<file path="src/rtl/kpd_pkg.sv">
package kpd_pkg;
  parameter int unsigned KP_ROWS = 8;
  parameter int unsigned KP_COLS = 8;
  parameter int unsigned KP_SYNC = 2;
endpackage

</file>
<file path="src/rtl/kpd_col_sync.sv">
module kpd_col_sync #(
  parameter int unsigned W      = 8,
  parameter int unsigned STAGES = 2
) (
  input  logic         clk,
  input  logic         rst_n,
  input  logic [W-1:0] d,
  output logic [W-1:0] q
);
  logic [W-1:0] stg_q [STAGES];

  always_ff @(posedge clk or negedge rst_n) begin
    if (!rst_n) begin
      for (int i = 0; i < STAGES; i++) stg_q[i] <= '1;
    end else begin
      stg_q[0] <= d;
      for (int i = 1; i < STAGES; i++) stg_q[i] <= stg_q[i-1];
    end
  end

  assign q = stg_q[STAGES-1];
endmodule

</file>
<file path="src/rtl/kpd_row_rotator.sv">
module kpd_row_rotator #(
  parameter int unsigned ROWS   = 8,
  parameter int unsigned SETTLE = 2,
  localparam int unsigned CNT_W = $clog2(SETTLE + 1)
) (
  input  logic            clk,
  input  logic            rst_n,
  input  logic            cols_idle,
  output logic [ROWS-1:0] row_drv,
  output logic            settled
);
  logic [ROWS-1:0]  row_q, row_nxt;
  logic [CNT_W-1:0] cnt_q, cnt_nxt;
  logic             adv;

  assign settled = (cnt_q == '0);
  assign adv     = settled && cols_idle;

  always_comb begin
    row_nxt = row_q;
    cnt_nxt = cnt_q;
    if (adv) begin
      row_nxt = {row_q[ROWS-2:0], row_q[ROWS-1]};
      cnt_nxt = CNT_W'(SETTLE);
    end else if (!settled) begin
      cnt_nxt = cnt_q - 1'b1;
    end
  end

  always_ff @(posedge clk or negedge rst_n) begin
    if (!rst_n) begin
      row_q <= {{(ROWS-1){1'b1}}, 1'b0};
      cnt_q <= CNT_W'(SETTLE);
    end else begin
      row_q <= row_nxt;
      cnt_q <= cnt_nxt;
    end
  end

  assign row_drv = row_q;
endmodule

</file>
<file path="src/rtl/kpd_zero_index.sv">
module kpd_zero_index #(
  parameter int unsigned W  = 8,
  localparam int unsigned IW = $clog2(W)
) (
  input  logic [W-1:0]  vec,
  output logic [IW-1:0] idx,
  output logic          hit
);
  always_comb begin
    idx = '1;
    hit = 1'b0;
    for (int i = W - 1; i >= 0; i--) begin
      if (!vec[i]) begin
        idx = IW'(i);
        hit = 1'b1;
      end
    end
  end
endmodule

</file>
<file path="src/rtl/keypad_scan_encoder.sv">
module keypad_scan_encoder #(
  parameter int unsigned ROWS        = kpd_pkg::KP_ROWS,
  parameter int unsigned COLS        = kpd_pkg::KP_COLS,
  parameter int unsigned SYNC_STAGES = kpd_pkg::KP_SYNC,
  localparam int unsigned RIW    = $clog2(ROWS),
  localparam int unsigned CIW    = $clog2(COLS),
  localparam int unsigned CODE_W = RIW + CIW
) (
  input  logic              clk,
  input  logic              rst_n,
  input  logic [COLS-1:0]   col_in,
  output logic [ROWS-1:0]   row_out,
  output logic [CODE_W-1:0] key_code,
  output logic              key_valid
);
  logic [1:0]      rst_sync_q;
  logic            rst_int_n;
  logic [COLS-1:0] col_s;
  logic            cols_idle;
  logic            settled;
  logic [RIW-1:0]  row_idx;
  logic [CIW-1:0]  col_idx;
  logic            row_hit, col_hit;
  logic [CODE_W-1:0] raw_code;
  logic            key_hit;

  // asynchronous assertion, synchronous release
  always_ff @(posedge clk or negedge rst_n) begin
    if (!rst_n) rst_sync_q <= 2'b00;
    else        rst_sync_q <= {rst_sync_q[0], 1'b1};
  end
  assign rst_int_n = rst_sync_q[1];

  kpd_col_sync #(.W(COLS), .STAGES(SYNC_STAGES)) u_sync (
    .clk(clk), .rst_n(rst_int_n), .d(col_in), .q(col_s)
  );

  assign cols_idle = &col_s;

  kpd_row_rotator #(.ROWS(ROWS), .SETTLE(SYNC_STAGES)) u_rot (
    .clk(clk), .rst_n(rst_int_n), .cols_idle(cols_idle),
    .row_drv(row_out), .settled(settled)
  );

  kpd_zero_index #(.W(ROWS)) u_row_enc (.vec(row_out), .idx(row_idx), .hit(row_hit));
  kpd_zero_index #(.W(COLS)) u_col_enc (.vec(col_s),   .idx(col_idx), .hit(col_hit));

  assign raw_code  = {row_idx, col_idx};
  assign key_hit   = settled && row_hit && col_hit && (raw_code != '1);
  assign key_valid = key_hit;
  assign key_code  = key_hit ? raw_code : '1;
endmodule

</file>
<file path="config.mk">
export PLATFORM = sky130hd
export DESIGN_NAME = keypad_scan_encoder
export DESIGN_NICKNAME = d
export VERILOG_FILES = /design/src/rtl/kpd_pkg.sv /design/src/rtl/kpd_col_sync.sv /design/src/rtl/kpd_row_rotator.sv /design/src/rtl/kpd_zero_index.sv /design/src/rtl/keypad_scan_encoder.sv
export SDC_FILE = /design/constraint.sdc
export NUM_CORES = 1
export LEC_CHECK = 0
export ABC_AREA = 1
export ABC_CLOCK_PERIOD_IN_PS = 1800
export BUFFER_PORTS_ARGS = -buffer_cell sky130_fd_sc_hd__buf_2
export CAP_MARGIN = 20
export CORE_ASPECT_RATIO = 1.5
export CORE_MARGIN = 2
export CORE_UTILIZATION = 45
export DETAILED_ROUTE_END_ITERATION = 7
export GPL_TIMING_DRIVEN = 0
export MAX_ROUTING_LAYER = met4
export PLACE_DENSITY = 0.74
export SYNTH_ARGS = -nofsm -noshare
export SYNTH_HDL_FRONTEND = slang
export SYNTH_HIERARCHICAL = 1
export SYNTH_SLANG_ARGS = --single-unit
</file>
<file path="constraint.sdc">
create_clock -name clk -period 1.8 [get_ports clk]
set_clock_uncertainty 0.2 [all_clocks]
set_input_delay 0.09 -clock clk [delete_from_list [all_inputs] [get_ports clk]]
set_output_delay 0.09 -clock clk [all_outputs]
set_load 0.005 [all_outputs]
</file>
* Word level (Yosys, flattened, before mapping)
Index checks and enable logic that the tools add are counted.
** Word-level totals
- Flip-flop bits (word level) :: 28
- Input bits :: 10
- Output and inout port bits :: 15
** Operators by class
- $add $sub $neg :: 1
- Equal/unequal tests :: 2
- Muxes and demuxes :: 33
- Reductions and logical operators :: 6
** Operators by type and width (number)
- $mux 3 :: 8
- $mux 1 :: 18
- $mux 2 :: 6
- $reduce_and 8->1 :: 1
- $mux 6 :: 1
- $ne 6x6->1 const B :: 1
- $logic_and 1x1->1 :: 4
- $logic_not 2->1 :: 1
- $ne 2x1->1 const B :: 1
- $sub 2x1->2 const B :: 1

* Longest topological paths before layout
Gate-level depths: netlist (run 1).
- Depth after elaboration :: 12
- Gate-level depth with buffers :: 11
- Mapped depth without buffers :: 10

* By module
Netlist (run 1), hierarchy kept.
** Modules (own cells, without submodules)
- kpd_col_sync :: instances 1, cells each 24, area an instance 480.5 um^2
- kpd_row_rotator :: instances 1, cells each 49, area an instance 440.4 um^2
- keypad_scan_encoder :: instances 1, cells each 27, area an instance 163.9 um^2
- kpd_zero_index :: instances 2, cells each 15, area an instance 67.6 um^2

* Worst setup path after synthesis (run 1)
Ideal clock, no wire load.
- Kind :: register to output
- Start :: reg u_sync.stg_q, in the netlist u_sync/q[6]
- End :: out key_code[0]
- Arrival :: 1279 ps
- Data required time :: 1510 ps
- Slack :: 231 ps
- Cell stages (with the launch flop) :: 12
- Buffers on the path :: 1
- Cell sequence :: dfstp_2 > buf_4 > inv_1 > nand2_1 > nand2_1 > nand2_1 > nand2_1 > a21oi_2 > nand2_1 > nor2_2 > nand2_2 > nand3_1
** Between the ends
- Longest elaborated chain between the ends :: 10
** RTL lines
- start, declared :: RTL line kpd_col_sync.sv:10 : logic [W-1:0] stg_q [STAGES];
- $mux 1 * :: RTL line kpd_zero_index.sv:13 : if (!vec[i]) begin
- $mux 2 * (2 in series) :: RTL line kpd_zero_index.sv:13
- $mux 3 * (4 in series) :: RTL line kpd_zero_index.sv:13
- via col_idx[0] :: RTL line keypad_scan_encoder.sv:22 : logic [CIW-1:0] col_idx;
- $ne 6x6->1 :: RTL line keypad_scan_encoder.sv:49 : assign key_hit = settled && row_hit && col_hit && (raw_code != '1);
- $logic_and 1x1->1 :: RTL line keypad_scan_encoder.sv:49
- $mux 6 * :: RTL line keypad_scan_encoder.sv:51 : assign key_code = key_hit ? raw_code : '1;
- end, declared :: RTL line keypad_scan_encoder.sv:13 : output logic [CODE_W-1:0] key_code,
The timed path passes the listed nets; every way through them passes the cells marked *.

* Worst setup path after layout (run 1)
- Start :: reg u_sync.stg_q, in the netlist u_sync/q[5]
- End :: out key_code[0]
** Between the ends
- Longest elaborated chain between the ends :: 9
** RTL lines (RTL line)
- $mux 2 (2 in series) :: kpd_zero_index.sv:13
- $mux 3 (4 in series) :: kpd_zero_index.sv:13
- via col_idx[1] :: keypad_scan_encoder.sv:22
- $ne 6x6->1 :: keypad_scan_encoder.sv:49
- $logic_and 1x1->1 :: keypad_scan_encoder.sv:49
- $mux 6 :: keypad_scan_encoder.sv:51
The timed path passes the listed nets, and every way through them passes these cells.

==> results of run 1 <==
[sequential cells by signal, summed over array words and instances, names as in the netlist]
name and flops:
rst_sync_q 2, u_rot/cnt_q 2, u_sync/q 8, u_sync/stg_q 8, u_rot/row_drv 8
[final cells by class]
class | count | share of cell area [%]
Sequential cell | 28 | 45.9
Multi-Input combinational cell | 74 | 24.0
Timing Repair Buffer | 37 | 15.3
Buffer | 9 | 4.25
Inverter | 18 | 4.25
Clock buffer | 4 | 3.46
Tap cell | 37 | 2.91
[worst min-delay path by stage]
stage | start | to | cells after the start
floorplan | rst_n | rst_sync_q[0]$_DFF_PN0_ | 0
global placement | rst_n | rst_sync_q[0]$_DFF_PN0_ | 1
detailed placement | rst_n | rst_sync_q[1]$_DFF_PN0_ | 1
CTS | u_sync/stg_q[15]$_DFF_PN1_ | u_sync/q[7]$_DFF_PN1_ | 0
global route | u_sync/stg_q[15]$_DFF_PN1_ | u_sync/q[7]$_DFF_PN1_ | 0
finish | u_sync/stg_q[15]$_DFF_PN1_ | u_sync/q[7]$_DFF_PN1_ | 0
[per-layer routing]
| metal | global-route usage, % | up-vias | share of wire, % |
|---|---|---|---|
| met5 | - | - | 0 |
| met3 | 1.60 | 4 | 2.3 |
| met1 | 18.1 | 443 | 40 |
| met4 | 8.21 | 0 | 1.4 |
| met2 | 29.3 | 19 | 56 |
| li1 | - | 473 | - |
[worst register-to-register path: stages, from the launching register on]
cell	delay, ns
dfstp_2	0.54
buf_4	0.11
nand4_1	0.08
nor2_1	0.12
buf_4	0.18
nand2_2	0.14
nand2_1	0.10
nand2_1	0.05
[cells by family (layout without fill, tap and decap cells)]
kind of cell / after synthesis / count (layout) / share of synthesized area (%)
AND/OR/NAND/NOR: 67 / 67 / 24.4
flip-flops: 28 / 28 / 59.9
buffers and inverters: 28 / 68 / 11.7
AO/OA/AOI/OAI: 5 / 5 / 2.67
adder cells (fa/ha/maj): 1 / 1 / 1.03
other: 1 / 1 / 0.307
[layout by cell type (no fill, tap or decap), types with 2 or more instances in the layout]
cell,n
nand2_1,37
nor2_1,3
clkbuf_8,4
buf_4,12
inv_1,15
dfrtp_1,4
nor2_2,2
nand3_1,12
dlygate4sd3_1,10
a21oi_2,2
dfstp_2,24
inv_2,3
nand4_1,4
buf_2,24
nand3_2,5
[what timing repair did]
item / CTS / global route
gates resized for setup: 2 / 9
setup buffers: 1 / 2
setup endpoints to repair: 7 / 7
hold buffers: 10 / 0
hold endpoints to repair: 10 / 0
pin swaps: 7 / 8
[power by group]
part | switching, uW | internal (uW) | total, uW | leakage, uW
combinational | 228 | 210 | 438 | 0.000443
sequential | 30.6 | 698 | 729 | 0.000300
clock | 168 | 195 | 363 | 0.0000288
[through the flow]
stage / TNS, ns / power (uW)
after floorplan: 0 / 979
after global placement: 0 / 1080
after CTS: -1.40 / 1520
after detailed placement: 0 / 1120
final: -1.29 / 1530
after global routing: -2.11 / 1640
==> out/qor.yml, run 1 <==
worstSetupEndpoint: "key_code[0]"
clk_path_buf_depth: 2
hpwl_mm: 1.57
drtPass1Iterations: 4
start_kind: "register"
ys_seq_area_share_pct: 59.9
syn2layout_area_growth_pct: 30.5
fin_util_pct: 60.8
postRouteWirelength_mm: 2.21
reg2reg_from: "u_sync/q[6]$_DFF_PN1_"
ys_warn_count: 6
timing.rr.end: "u_rot/row_drv[0]$_DFFE_PN0P_"
power_leakage_uw: 0.000772
fmax_mhz: 499
synth_cell_types: 16
layout.cells.non_filler: 207
synth_top_cell_by_area: "dfstp_2"
ys_async_sr_fraction_pct: 100
cp_max_fo: 6
ff2ff_setup_slack_ns: 0.18
syn_area_sq_um: 1220
cpMostUsedCell: "nand2_1"
crit_path_end_kind: "primary output"
seq_area_sq_um: 731
vias: 939
antenna_found_initial: 0
hold_class: "reg2reg"
cts_tree: "yes"
fin_worst_hold_slack_ns: 0.158
final_nets: 182
drv_cap: 0
grt_pass1_wl_mm: 3.71
synth_most_common_cell: "nand2_1"
die-area_sq_um: 3150
clock-sinks: 28
cts_root_buffer: "clkbuf_8"
drc: 0
portBuffers: 24
rr_worst_depth: 7
n_antenna_cell: 0
ys_ff_latch: 28
cts_made_buffers: 3
multi_input_area_sq_um: 382
htreeDepth: 1
via_per_inst: 4.54
ir_worst_vdd_mv: 0.681
placedCellCount: 191
rsz0062_at_grt: "yes"
num-fill-cells: 221
post-place-ws_ns: 0.0297
synth_top_cells_by_area: "dfstp_2 (52%), nand2_1 (11%), dfrtp_1 (8.2%), nand3_1 (7.0%), buf_4 (6.2%)"
critPathRequiredTime_ns: 1.51
slowest_delay_ns: 0.53
critPathArrivalTime_ns: 1.72
synth-edff-count: 0
placed_cell_area_sq_um: 1390
setup_ws_ns: -0.205
critical_path_class: "reg2out"
hold_violations: 0
crit_start: "u_sync/q[5]$_DFF_PN1_"
wl_per_cell_um: 10.7
drtIter0Drc: 16
grt_pass1_vias: 940
critPathSlowestCell: "dfstp_2"
worstMarginPinSlew_ns: 0.935
cp_num_buf_inv: 3
netlist_instances: 130
clkLatencyLatePin_ns: 0.26
max-slew-margin-rel_pct: 37.7
crit_family: "simple AND/OR/NAND/NOR gates"
pin_count: 25
clk_pin_slew_worst_paths_ns: 0.09
row_count: 23
crit_chain: "buf_4 -> nand2_1 -> inv_2 -> o21ai_1 -> nor2_1 -> nand2_1 -> nor2_4 -> nand2_4 -> nand3_1 -> buf_2"
stdcell_area_sq_um: 1590
syn_nets: 141
ant_nets: 0
netlist_top_cells_count: "nand2_1 (37), dfstp_2 (24), inv_1 (18), nand3_1 (17), buf_4 (10)"
die_x_um: 46.5
place_congestion: 0.776
period_share_pct: 111
slew_viol_final: 0
initial_core_util_pct: 46.6
power.density_nw_per_um2: 961
path_depth: 10
grtUsageTotal_pct: 16.7
status: "finished, violations left"
setup_viol: 7
synthFlopType: "dfstp_2"
syn_area_per_cell_sq_um: 9.38
coreArea_sq_um: 2620
synth_top_area_share_pct: 51.7
drive_above_1_share_pct: 47.1
violations: "setup timing"
grt_max_degree: 27
die_h_um: 67.8
period_needed_ns: 2.01
gr-total-overflow: 0
Note: power is estimated with default switching activity, not from simulation.
==> inputs of run 2 (changes only) <==
BUFFER_PORTS_ARGS = -buffer_cell sky130_fd_sc_hd__buf_4   (was -buffer_cell sky130_fd_sc_hd__buf_2)
CORE_MARGIN = not set   (was 2)
PLACE_DENSITY = 0.67   (was 0.74)
==> run 2 against run 1 <==
Compared with the run above:
- the run still ends with setup timing left
- flip-flop and latch count unchanged
- first-iteration DRC count rose to 2.9 times the previous value
- critical endpoint is now key_code[3]
- sequential share of layout area decreased by 2.2 points
- largest cell class unchanged
==> out/qor.yml, run 2 (synthesized netlist as in run 1, its figures left out) <==
status: "finished, violations left"  # unchanged
violations: "setup timing"  # unchanged
critPathSlowestCell: "dfstp_2"  # unchanged
power_leakage_uw: 0.000798  # was 0.000772 uW
max-slew-margin-rel_pct: 36.6  # was 37.7%
cts_made_buffers: 3  # unchanged
power.density_nw_per_um2: 981  # was 961 nW/um^2
reg2reg_from: "u_sync/q[6]$_DFF_PN1_"  # unchanged
portBuffers: 24  # unchanged
fin_worst_hold_slack_ns: 0.166  # was 0.158 ns
initial_core_util_pct: 48.7  # was 46.6%
clk_path_buf_depth: 2  # unchanged
die_x_um: 44.5  # was 46.5 um
hold_path_depth: 0  # unchanged
coreArea_sq_um: 2500  # was 2620 sq um
die-area_sq_um: 2930  # was 3150 sq um
htreeDepth: 1  # unchanged
drtIter0Drc: 46  # was 16
top_layer: "met4"  # unchanged
pin_count: 25  # unchanged
cts_root_buffer: "clkbuf_4"  # was clkbuf_8
cpMostUsedCell: "nand2_1"  # unchanged
crit_family: "simple AND/OR/NAND/NOR gates"  # unchanged
grt_pass1_wl_mm: 3.53  # was 3.71 mm
placed_cell_area_sq_um: 1450  # was 1390 sq um
via_per_inst: 4.49  # was 4.54
wl_met3_um: 60  # was 51 um
clk_pin_slew_worst_paths_ns: 0.14  # was 0.09 ns
hold_class: "reg2reg"  # unchanged
grt_pass1_vias: 855  # was 940
crit_start: "u_sync/q[4]$_DFF_PN1_"  # was u_sync/q[5]$_DFF_PN1_
placedCellCount: 190  # was 191
vias: 925  # was 939
ff2ff_setup_slack_ns: 0.20  # was 0.18 ns
cts_tree: "yes"  # unchanged
num-fill-cells: 221  # unchanged
timing.rr.end: "u_rot/row_drv[0]$_DFFE_PN0P_"  # unchanged
die_h_um: 65.8  # was 67.8 um
finalSetupTns_ns: -1.90  # was -1.29 ns
path_depth: 10  # unchanged
stdcell_area_sq_um: 1670  # was 1590 sq um
multi_input_area_sq_um: 387  # was 382 sq um
drt-met1-wl_um: 887  # was 877 um
final_cell_mix: "nand2_1 (35), buf_4 (31), dfstp_2 (24)"  # was nand2_1 (37), buf_2 (24), dfstp_2 (24)
seq_area_sq_um: 731  # unchanged
gr-total-overflow: 0  # unchanged
crit_path_end_kind: "primary output"  # unchanged
n_antenna_cell: 0  # unchanged
ant_nets: 0  # unchanged
cp_max_fo: 6  # unchanged
critical_path_class: "reg2out"  # unchanged
final_common_cell: "nand2_1"  # unchanged
hpwl_mm: 1.41  # was 1.57 mm
drc: 0  # unchanged
period_needed_ns: 2.09  # was 2.01 ns
grt_max_degree: 27  # unchanged
met2_length_mm: 1.13  # was 1.25 mm
clkLatencyLatePin_ns: 0.32  # was 0.26 ns
slowest_delay_ns: 0.54  # was 0.53 ns
rsz0062_at_grt: "yes"  # unchanged
final_nets: 182  # unchanged
rr_worst_depth: 7  # unchanged
crit_chain: "buf_4 -> nand2_1 -> nand2_1 -> nand2_1 -> a21oi_2 -> nand2_2 -> nor2_4 -> nand2_4 -> nand3_1 -> buf_4"  # was buf_4 -> nand2_1 -> inv_2 -> o21ai_1 -> nor2_1 -> nand2_1 -> nor2_4 -> nand2_4 -> nand3_1 -> buf_2
period_share_pct: 116  # was 111%
fmax_mhz: 479  # was 499 MHz
hold_violations: 0  # unchanged
postRouteWirelength_mm: 2.10  # was 2.21 mm
cp_num_buf_inv: 2  # was 3
layout.cells.non_filler: 206  # was 207
syn2layout_area_growth_pct: 37.0  # was 30.5%
critPathArrivalTime_ns: 1.80  # was 1.72 ns
grtUsageTotal_pct: 16.6  # was 16.7%
drv_cap: 0  # unchanged
drtPass1Iterations: 4  # unchanged
fin_util_pct: 66.7  # was 60.8%
row_count: 22  # was 23
slew_viol_final: 0  # unchanged
worstSetupEndpoint: "key_code[3]"  # was key_code[0]
antenna_found_initial: 0  # unchanged
setup_ws_ns: -0.286  # was -0.205 ns
drive_above_1_share_pct: 47.6  # was 47.1%
clock-sinks: 28  # unchanged
ir_worst_vdd_mv: 1.01  # was 0.681 mV
start_kind: "register"  # unchanged
setup_viol: 7  # unchanged
critPathRequiredTime_ns: 1.51  # about the same
wl_per_cell_um: 10.2  # was 10.7 um
worstMarginPinSlew_ns: 0.950  # was 0.935 ns
place_congestion: 0.711  # was 0.776
run 2: worst min-delay path by stage:
stage	end	from
2_1_floorplan	rst_sync_q[0]$_DFF_PN0_	rst_n
3_3_place_gp	rst_sync_q[0]$_DFF_PN0_	rst_n
3_5_place_dp	rst_sync_q[1]$_DFF_PN0_	rst_n
4_1_cts	u_sync/q[2]$_DFF_PN1_	u_sync/stg_q[10]$_DFF_PN1_
5_1_grt	u_sync/q[2]$_DFF_PN1_	u_sync/stg_q[10]$_DFF_PN1_
6_report	u_sync/q[2]$_DFF_PN1_	u_sync/stg_q[10]$_DFF_PN1_
run 2: stage by stage:
| step | setup slack [ns] | power, uW |
|---|---|---|
| 2_1_floorplan | 0.231 | 979 |
| 3_5_place_dp | 0.0268 | 1160 |
| 6_report | -0.286 | 1640 |
| 3_3_place_gp | 0.0640 | 1140 |
| 4_1_cts | -0.322 | 1580 |
| 5_1_grt | -0.457 | 1740 |
run 2: per-layer routing:
layer	vias to the layer above	GRT usage, %
met5	-	-
met3	2	2.46
met4	0	6.82
li1	471	-
met2	17	27.6
met1	435	20.0
run 2: area by class of cell:
| cell class | instances | area share [%] |
|---|---|---|
| Multi-Input combinational cell | 74 | 23.1 |
| Tap cell | 36 | 2.69 |
| Sequential cell | 28 | 43.7 |
| Clock inverter | 1 | 1.80 |
| Buffer | 9 | 4.04 |
| Clock buffer | 3 | 1.35 |
| Timing Repair Buffer | 37 | 19.2 |
| Inverter | 18 | 4.04 |
run 2: timing repair:
| item | in CTS | in global routing |
|---|---|---|
| hold endpoints to repair | 10 | 0 |
| gates resized for setup | 0 | 17 |
| hold buffers | 10 | 0 |
| buffers inserted | 1 | 2 |
| pin swaps | 3 | 10 |
| setup endpoints to repair | 7 | 7 |
run 2: report_power, final:
part	internal (uW)	switching [uW]	total [uW]
Sequential	698	27.6	726
Clock	225	173	398
Combinational	286	229	516
==> inputs of run 3 (changes only) <==
CORE_UTILIZATION = 52   (was 45)
PLACE_DENSITY = 0.75   (was 0.67)
==> run 3 against run 2 <==
Compared with the run above:
- the flow still finishes with violations (setup timing)
- highest routed layer unchanged
- largest cell class unchanged
- largest power group unchanged
- first-iteration DRC count shrank 50%
- via count increased by 1.5%
- maximum frequency shrank 0.93%
==> out/qor.yml, run 3 (synthesized netlist as in run 1, its figures left out) <==
status: "finished, violations left"  # unchanged
violations: "setup timing"  # unchanged
start_kind: "register"  # unchanged
final_cell_mix: "nand2_1 (37), buf_4 (29), dfstp_2 (24)"  # was nand2_1 (35), buf_4 (31), dfstp_2 (24)
antenna_found_initial: 0  # unchanged
power.density_nw_per_um2: 999  # was 981 nW/um^2
cts_root_buffer: "clkbuf_4"  # unchanged
ff2ff_setup_slack_ns: 0.26  # was 0.20 ns
postRouteWirelength_mm: 2.16  # was 2.10 mm
final_common_cell: "nand2_1"  # unchanged
gr-total-overflow: 0  # unchanged
drtIter0Drc: 23  # was 46
grt_max_degree: 27  # unchanged
ir_worst_vdd_mv: 0.845  # was 1.01 mV
n_antenna_cell: 0  # unchanged
die-area_sq_um: 2550  # was 2930 sq um
hold_path_depth: 0  # unchanged
clk_path_buf_depth: 2  # unchanged
rsz0062_at_grt: "yes"  # unchanged
hpwl_mm: 1.44  # was 1.41 mm
drive_above_1_share_pct: 46.7  # was 47.6%
clock-sinks: 28  # unchanged
critPathRequiredTime_ns: 1.51  # about the same
post-place-ws_ns: 0.0128  # was 0.0268 ns
worstMarginPinSlew_ns: 0.952  # was 0.950 ns
max-slew-margin-rel_pct: 36.5  # was 36.6%
drc: 0  # unchanged
hold_class: "reg2reg"  # unchanged
clkLatencyLatePin_ns: 0.32  # about the same
drv_cap: 0  # unchanged
grtUsageTotal_pct: 18.8  # was 16.6%
timing.rr.end: "u_rot/row_drv[0]$_DFFE_PN0P_"  # unchanged
htreeDepth: 1  # unchanged
setup_ws_ns: -0.306  # was -0.286 ns
clk_pin_slew_worst_paths_ns: 0.14  # about the same
critical_path_class: "reg2out"  # unchanged
setup_viol: 7  # unchanged
hp-start: "u_sync/stg_q[14]$_DFF_PN1_"  # was u_sync/stg_q[10]$_DFF_PN1_
portBuffers: 24  # unchanged
rr_worst_depth: 7  # unchanged
syn2layout_area_growth_pct: 35.4  # was 37.0%
hold_violations: 0  # unchanged
crit_family: "simple AND/OR/NAND/NOR gates"  # unchanged
power_leakage_uw: 0.000796  # was 0.000798 uW
cts_tree: "yes"  # unchanged
slowest_delay_ns: 0.54  # about the same
stdcell_area_sq_um: 1650  # was 1670 sq um
cts_made_buffers: 3  # unchanged
crit_path_end_kind: "primary output"  # unchanged
slew_viol_final: 0  # unchanged
pin_count: 25  # unchanged
grt_pass1_vias: 812  # was 855
place_congestion: 0.751  # was 0.711
coreArea_sq_um: 2230  # was 2500 sq um
ant_nets: 0  # unchanged
cp_num_buf_inv: 3  # was 2
row_count: 21  # was 22
vias: 939  # was 925
finalSetupTns_ns: -2.04  # was -1.90 ns
reg2reg_from: "u_sync/q[2]$_DFF_PN1_"  # was u_sync/q[6]$_DFF_PN1_
fmax_mhz: 475  # was 479 MHz
via_per_inst: 4.89  # was 4.49
final_nets: 181  # was 182
period_share_pct: 117  # was 116%
grt_pass1_wl_mm: 3.35  # was 3.53 mm
drtPass1Iterations: 4  # unchanged
die_x_um: 41.5  # was 44.5 um
initial_core_util_pct: 54.6  # was 48.7%
critPathSlowestCell: "dfstp_2"  # unchanged
die_h_um: 61.3  # was 65.8 um
min_to: "u_sync/q[6]$_DFF_PN1_"  # was u_sync/q[2]$_DFF_PN1_
wl_per_cell_um: 11.2  # was 10.2 um
cp_max_fo: 6  # unchanged
num-fill-cells: 164  # was 221
crit_chain: "buf_4 -> nand2_1 -> inv_2 -> o21ai_1 -> nor2_1 -> nand2_1 -> nor2_4 -> nand2_4 -> nand3_2 -> buf_6"  # was buf_4 -> nand2_1 -> nand2_1 -> nand2_1 -> a21oi_2 -> nand2_2 -> nor2_4 -> nand2_4 -> nand3_1 -> buf_4
critPathArrivalTime_ns: 1.82  # was 1.80 ns
placed_cell_area_sq_um: 1430  # was 1450 sq um
period_needed_ns: 2.11  # was 2.09 ns
cpMostUsedCell: "nand2_1"  # unchanged
## run 3: cell type report
cell class                      count  area, sq um  area share, %
Sequential cell                    28          731           44.2
Buffer                              8         60.1           3.64
Timing Repair Buffer               37          325           19.7
Tap cell                           23         28.8           1.74
Multi-Input combinational cell     74          387           23.4
Inverter                           18         67.6           4.09
Clock buffer                        3         22.5           1.36
Clock inverter                      1         30.0           1.82
## run 3: metal layers
layer  vias up  track usage, %  share of wire (%)
met1       437            19.9                 38
met5         -               -                  0
li1        471               -                  -
met2        27            33.5                 57
met3         4            3.23                3.3
met4         0            10.6                1.9
## run 3: report_power, final
group	total [uW]	internal, uW	switching, uW
Clock	395	225	170
Combinational	526	295	231
Sequential	728	698	30.3
## run 3: worst max path at each step
stage	start	to	slack (ns)	depth (start not counted)
6_report	u_sync/q[5]$_DFF_PN1_	key_code[1]	-0.31	10
5_1_grt	u_sync/q[5]$_DFF_PN1_	key_code[0]	-0.44	10
4_1_cts	u_rot/row_drv[6]$_DFFE_PN1P_	key_code[2]	-0.34	11
3_5_place_dp	u_sync/q[6]$_DFF_PN1_	key_code[2]	0.01	12
3_3_place_gp	u_sync/q[6]$_DFF_PN1_	key_code[2]	0.07	12
2_1_floorplan	u_sync/q[6]$_DFF_PN1_	key_code[0]	0.23	11
## run 3: repair_timing
action / CTS / global route
resized for setup: 2 / 15
buffers inserted: 1 / 2
setup endpoints to repair: 7 / 7
pin swaps: 3 / 7
hold buffers: 10 / 0
hold endpoints to repair: 10 / 0
## run 3: worst reg2reg max path, stage by stage (launching register included)
cell and delay (ns):
dfstp_2 0.54, buf_4 0.10, nand4_1 0.10, nor2_1 0.10
buf_4 0.17, nand2_2 0.13, nand2_1 0.08, nand2_1 0.04
## run 3: metrics by stage
stage          utilization (%)  instances  total power (uW)  hold WS (ns)
2_1_floorplan                -        130               979        -0.406
3_3_place_gp              64.0        177              1140        -0.327
3_5_place_dp              64.0        177              1170        -0.326
4_1_cts                   71.2        191              1600         0.159
5_1_grt                   73.9        192              1740         0.166
6_report                  73.9        192              1650         0.156
